`src/rtl/net_err_pkg.sv`:
```
package net_err_pkg;

    localparam int STAT_W = 16;

    // Positions that hold until a clearing read (bit 2 included but never set)
    localparam logic [STAT_W-1:0] STICKY_POS = 16'h3FD5;
    // Positions that follow the input level directly
    localparam logic [STAT_W-1:0] LIVE_POS   = ~STICKY_POS;

    localparam int ZERO_POS = 2;
    localparam int OVF_POS  = 12;

    // Sticky positions an external condition may set
    localparam logic [STAT_W-1:0] EXT_SET_POS =
        STICKY_POS & ~((STAT_W'(1) << ZERO_POS) | (STAT_W'(1) << OVF_POS));

    localparam int SRC_LO = 13;

    typedef enum logic [1:0] {
        IRQ_ARMED   = 2'd0,
        IRQ_FIRED   = 2'd1,
        IRQ_DRAINED = 2'd2
    } irq_st_e;

    typedef enum logic [1:0] {
        CNT_HOLD  = 2'd0,
        CNT_TRIG1 = 2'd1,
        CNT_TRIG2 = 2'd2,
        CNT_ERRS  = 2'd3
    } cnt_src_e;

endpackage

```
`src/rtl/net_err_latch.sv`:
```
module net_err_latch
    import net_err_pkg::*;
(
    input  logic              clk,
    input  logic              rst_n,
    input  logic [STAT_W-1:0] cond_in,
    input  logic              ovf_pulse,
    input  logic              rd_clr,
    output logic [STAT_W-1:0] sticky_q,
    output logic [STAT_W-1:0] view_q,
    output logic              err_evt
);

    logic [STAT_W-1:0] set_vec;
    logic [STAT_W-1:0] keep_vec;
    logic [STAT_W-1:0] sticky_d;

    always_comb begin
        set_vec = cond_in & EXT_SET_POS;
        set_vec[OVF_POS] = ovf_pulse;
        keep_vec = rd_clr ? (sticky_q & ~STICKY_POS) : sticky_q;
        sticky_d = (keep_vec | set_vec) & STICKY_POS;
    end

    always_ff @(posedge clk or negedge rst_n) begin
        if (!rst_n) sticky_q <= '0;
        else        sticky_q <= sticky_d;
    end

    assign view_q  = (sticky_q & STICKY_POS) | (cond_in & LIVE_POS);
    assign err_evt = |(cond_in & EXT_SET_POS);


    sticky_hold_chk: assert property (@(posedge clk) disable iff (!rst_n)
        !rd_clr |=> ((sticky_q & $past(sticky_q)) == $past(sticky_q)));


    clear_keep_new_chk: assert property (@(posedge clk) disable iff (!rst_n)
        rd_clr |=> ((sticky_q & ~$past(set_vec)) == '0));


    zero_pos_chk: assert property (@(posedge clk) disable iff (!rst_n)
        view_q[ZERO_POS] == 1'b0);

endmodule

```
`src/rtl/net_err_cnt.sv`:
```
module net_err_cnt
    import net_err_pkg::*;
#(
    parameter int CNT_W = 16
) (
    input  logic             clk,
    input  logic             rst_n,
    input  logic             free_run,
    input  cnt_src_e         src,
    input  logic             trig1,
    input  logic             trig2,
    input  logic             err_evt,
    output logic [CNT_W-1:0] count_q,
    output logic             ovf
);

    logic step;

    always_comb begin
        step = 1'b0;
        unique case (src)
            CNT_HOLD:  step = 1'b0;
            CNT_TRIG1: step = trig1;
            CNT_TRIG2: step = trig2;
            CNT_ERRS:  step = err_evt;
        endcase
        if (free_run) step = 1'b1;
    end

    assign ovf = step && (&count_q);

    always_ff @(posedge clk or negedge rst_n) begin
        if (!rst_n)    count_q <= '0;
        else if (step) count_q <= count_q + CNT_W'(1);
    end


    cnt_hold_chk: assert property (@(posedge clk) disable iff (!rst_n)
        !step |=> $stable(count_q));


    cnt_wrap_chk: assert property (@(posedge clk) disable iff (!rst_n)
        ovf |=> (count_q == '0));

endmodule

```
`src/rtl/net_err_irq_fsm.sv`:
```
module net_err_irq_fsm
    import net_err_pkg::*;
(
    input  logic clk,
    input  logic rst_n,
    input  logic irq_en,
    input  logic pending,
    input  logic rd_clr,
    input  logic rearm,
    output logic irq
);

    irq_st_e state_q;
    irq_st_e state_d;

    always_ff @(posedge clk or negedge rst_n) begin
        if (!rst_n) state_q <= IRQ_ARMED;
        else        state_q <= state_d;
    end

    always_comb begin
        state_d = state_q;
        unique case (state_q)
            IRQ_ARMED: begin
                if (irq_en && pending) state_d = IRQ_FIRED;
            end
            IRQ_FIRED: begin
                if (rd_clr) state_d = IRQ_DRAINED;
            end
            IRQ_DRAINED: begin
                if (rearm) state_d = (irq_en && pending) ? IRQ_FIRED : IRQ_ARMED;
            end
            default: state_d = IRQ_ARMED;
        endcase
    end

    always_comb begin
        unique case (state_q)
            IRQ_ARMED: irq = 1'b0;
            default:   irq = 1'b1;
        endcase
    end


    irq_drop_chk: assert property (@(posedge clk) disable iff (!rst_n)
        $fell(irq) |-> $past(rearm));


    irq_rise_chk: assert property (@(posedge clk) disable iff (!rst_n)
        $rose(irq) |-> $past(irq_en && pending));


    irq_no_early_drop_chk: assert property (@(posedge clk) disable iff (!rst_n)
        (irq && !rd_clr && state_q == IRQ_FIRED) |=> irq);

endmodule

```
`src/rtl/net_err_status.sv`:
```
module net_err_status
    import net_err_pkg::*;
#(
    parameter int CNT_W = 16
) (
    input  logic              clk,
    input  logic              rst_n,
    input  logic [STAT_W-1:0] cond_in,
    input  logic              trig1_in,
    input  logic              trig2_in,
    input  logic              free_run,
    input  logic              irq_err_en,
    input  logic              stat_rd,
    input  logic              stat_wr,
    input  logic              mask_wr,
    input  logic [STAT_W-1:0] wr_data,
    output logic [STAT_W-1:0] stat_q,
    output logic [STAT_W-1:0] mask_q,
    output logic [CNT_W-1:0]  count_q,
    output logic              err_irq
);

    logic [STAT_W-1:0] sticky_w;
    logic              ovf_w;
    logic              evt_w;
    logic              pending_w;
    cnt_src_e          src_w;

    always_ff @(posedge clk or negedge rst_n) begin
        if (!rst_n)       mask_q <= '0;
        else if (mask_wr) mask_q <= wr_data;
    end

    assign src_w     = cnt_src_e'(mask_q[SRC_LO+1:SRC_LO]);
    assign pending_w = |(sticky_w & mask_q & STICKY_POS);

    net_err_latch u_latch (
        .clk       (clk),
        .rst_n     (rst_n),
        .cond_in   (cond_in),
        .ovf_pulse (ovf_w),
        .rd_clr    (stat_rd),
        .sticky_q  (sticky_w),
        .view_q    (stat_q),
        .err_evt   (evt_w)
    );

    net_err_cnt #(.CNT_W(CNT_W)) u_cnt (
        .clk      (clk),
        .rst_n    (rst_n),
        .free_run (free_run),
        .src      (src_w),
        .trig1    (trig1_in),
        .trig2    (trig2_in),
        .err_evt  (evt_w),
        .count_q  (count_q),
        .ovf      (ovf_w)
    );

    net_err_irq_fsm u_fsm (
        .clk     (clk),
        .rst_n   (rst_n),
        .irq_en  (irq_err_en),
        .pending (pending_w),
        .rd_clr  (stat_rd),
        .rearm   (stat_wr),
        .irq     (err_irq)
    );


    mask_load_chk: assert property (@(posedge clk) disable iff (!rst_n)
        mask_wr |=> (mask_q == $past(wr_data)));


    ovf_only_src_chk: assert property (@(posedge clk) disable iff (!rst_n)
        (!$past(ovf_w) && !$past(sticky_w[OVF_POS])) |-> !sticky_w[OVF_POS]);

endmodule

```
`config.mk`:
```
export PLATFORM = sky130hd
export DESIGN_NAME = net_err_status
export DESIGN_NICKNAME = d
export VERILOG_FILES = /design/src/rtl/net_err_pkg.sv /design/src/rtl/net_err_latch.sv /design/src/rtl/net_err_cnt.sv /design/src/rtl/net_err_irq_fsm.sv /design/src/rtl/net_err_status.sv
export SDC_FILE = /design/constraint.sdc
export NUM_CORES = 1
export LEC_CHECK = 0
export BUFFER_PORTS_ARGS = -buffer_cell sky130_fd_sc_hd__buf_2
export CORE_MARGIN = 5
export CORE_UTILIZATION = 46
export CTS_CLUSTER_DIAMETER = 120
export DETAILED_ROUTE_END_ITERATION = 8
export MAX_ROUTING_LAYER = met4
export PLACE_DENSITY = 0.88
export SETUP_SLACK_MARGIN = 0.05
export SYNTH_ARGS = -nofsm -noshare
export SYNTH_HDL_FRONTEND = slang
export SYNTH_SLANG_ARGS = --single-unit
export TNS_END_PERCENT = 30
```
`constraint.sdc`:
```
create_clock -name clk -period 1.9 [get_ports clk]
set_input_delay 0.285 -clock clk [delete_from_list [all_inputs] [get_ports clk]]
set_output_delay 0.285 -clock clk [all_outputs]
set_load 0.02 [all_outputs]
```
==> results by group <==
Status
  • Outcome: completed

Synth
  • Synth Warn #: 0
  • Post-Syn Area: between 1500 and 2000 um^2
  • Synth Net Count: just under 200
  • Mapped Cells: 155
  • Yosys cell types: 36
  • Synth Register Bits: 44
  • Number of flops mapped to enable cells by yosys: 0
  • Ys flop type: dfrtp_1
  • Syn avg cell area: approximately 13 um^2
  • Register area share after synthesis: 55.8%
  • Async set or reset register ratio after synthesis: 100%

Layout
  • Antenna Cells: 0
  • Share of cells above drive strength 1: between 40% and 50%
  • Most frequent cells in the layout: buf_2, dfrtp_1, mux2_2, xnor2_1
  • Most common cell after layout, fill and taps aside: buf_2
  • Layout area overhead: 27.5%
  • Post-route cell area: between 2000 and 3000 um^2
  • Post-layout util: 61.5%
  • Total Nets Final: ~270

Setup path
  • Critical Path Start: mask_q[14]
  • Critical R2R Launch: mask_q[14]
  • Critical path launch point type: register
  • CP Max Fanout: 10
  • Critical path capture point: u_cnt.count_q[1]
  • Flop2flop setup slack: between 400 and 500 ps
  • Crit. End Element: register
  • WS Path Type: reg -> reg
  • Worst path required time: around 2100 ps
  • Register-to-Register Path Depth: 4
  • Worst EP arrival: between 1500 and 2000 ps
  • Reg2reg end: u_cnt.count_q[1]

STA
  • Final setup vio count: 0
  • Tmin final: 1480 ps
  • Slew Limit Fails: 0
  • Setup TNS Final: 0 ps
  • F_max: 676 MHz
  • Crit share post-route: 77.9%
  • Final Skew: between 8 and 9 ps
  • Final hold vios: 0
  • RSZ-0062 raised after global routing: no

Clock network
  • Root Buffer: clkbuf_8
  • Post-CTS Setup Bufs: 0
  • Clk slew on worst S/H paths: about 80 ps
  • CTS Buffer Depth: 2
  • CTS tree: done
  • CTS buffer count: 5
  • Worst skew pair latency: 300 ps
  • Clk sinks: 44
  • Hold Buf Count CTS: 1
  • CTS H-tree depth: 2
  • # resized after CTS: 0

Die
  • Io pins: 90
  • Die area: 5700 um^2
  • Starting Density: 48.3%
  • Die Width: between 70 and 80 um
  • Die H: between 70 and 80 um
  • Core box area: roughly 4100 um^2
  • Row cnt: 23

Global route
  • Gr usage total: approximately 18%
  • Vias in the first global route: between 1500 and 2000
  • Global-route wire length before repair: approximately 7400 um
  • Largest net degree at the start of global routing: 45
  • Grt total ovfl: 0
  • Initial antenna violation count: 0

Place
  • Gpl congestion: just under 0.8
  • Placement Cell Area: around 2400 um^2
  • Placed wire-length estimate: around 3600 um
  • IO Port Bufs: 76

Routing
  • DRT Pass-1 Iters: 4
  • Initial DRC count: 70
  • Drt drc: 0
  • Antenna-violating nets left: 0
  • Drt total wl: ~4700 um
  • Avg WL per Cell: between 15 and 20 um
  • Vias/cell: 5.32
  • Vias post-DR: ~1500

Power
  • Tot Pwr: between 2000 and 3000 uW
  • Leak Pwr: approximately 0.0012 uW
  • Peak VDD IR: 0.000478 V
  • PD cells: roughly 1100 nW/um^2

Job
  • Max_cap viols: 0

Worst hold path
  • Worst hold path class: in -> reg
-- where the power goes --
group | leakage [uW] | switching, uW | internal [uW]
clock | 0.0000645 | 318 | 464
combinational | 0.000588 | 396 | 296
sequential | 0.000534 | 172 | 1070
-- critical path, stage by stage (launching register included) --
cell and delay [ps]:
dfrtp_1 440, a211oi_2 330, nor2_4 130, nand2_1 130
mux2_2 330
-- worst min-delay path by stage --
stage | startpoint | endpoint | slack [ps] | depth (start not counted)
after floorplan | rst_n | mask_q[0] | -10 | 0
after global placement | rst_n | mask_q[5] | 280 | 2
after detailed placement | rst_n | mask_q[6] | 280 | 2
after CTS | cond_in[7] | u_latch.sticky_q[7] | 190 | 2
after global routing | cond_in[13] | u_latch.sticky_q[13] | 190 | 2
final | cond_in[7] | u_latch.sticky_q[7] | 190 | 2
-- stage by stage --
step / hold WS, ps / worst slack (ps) / cells
3_3_place_gp: 276 / 435 / 274
2_1_floorplan: -10.6 / 394 / 155
6_report: 192 / 420 / 283
5_1_grt: 192 / 344 / 283
3_5_place_dp: 278 / 428 / 274
4_1_cts: 186 / 415 / 283
-- cells by family after synthesis --
group           after synthesis  share of synthesized area [%]
fa+ha+maj                     1                          0.634
mux                          17                           9.70
other cells                   1                          0.190
flops                        44                           55.8
compound gates               18                           7.36
xor+xnor                     15                           6.66
buf+inv                      11                           3.68
simple gates                 48                           16.0
-- flip-flops by register name, indices dropped and copies added (netlist names) --
register,cells
mask_q,16
u_cnt.count_q,16
u_latch.sticky_q,10
u_fsm.state_q,2
-- cells in the mapped netlist (2+ instances only) --
library cell,n,share of area (%)
nor2_1,5,0.95
a21o_1,9,3.4
dfrtp_1,44,56
nor4b_2,2,1.5
nand4_1,9,2.9
buf_4,6,2.3
mux2_2,17,9.7
a22oi_1,3,1.1
and3_1,3,0.95
nand3_1,9,2.3
xnor2_1,15,6.7
nand2_1,6,1.1
a32o_1,2,1.0
nor3_1,2,0.51
nor3_2,2,1.0
-- layout make-up --
class                           count  area (um^2)
Clock buffer                        7         96.3
Clock inverter                      1         30.0
Fill cell                         348         1570
Inverter                            2         7.51
Multi-Input combinational cell    100          800
Sequential cell                    44         1100
Tap cell                           50         62.6
Timing Repair Buffer               79          418
-- per-layer routing --
metal | share of wire, % | track usage, % | vias to the layer above
li1 | - | - | 709
met1 | 42 | 23.3 | 728
met2 | 50 | 27.9 | 57
met3 | 5.4 | 3.43 | 11
met4 | 2.2 | 8.16 | 0
met5 | 0 | - | -
Note: power is estimated with default switching activity, not from simulation.
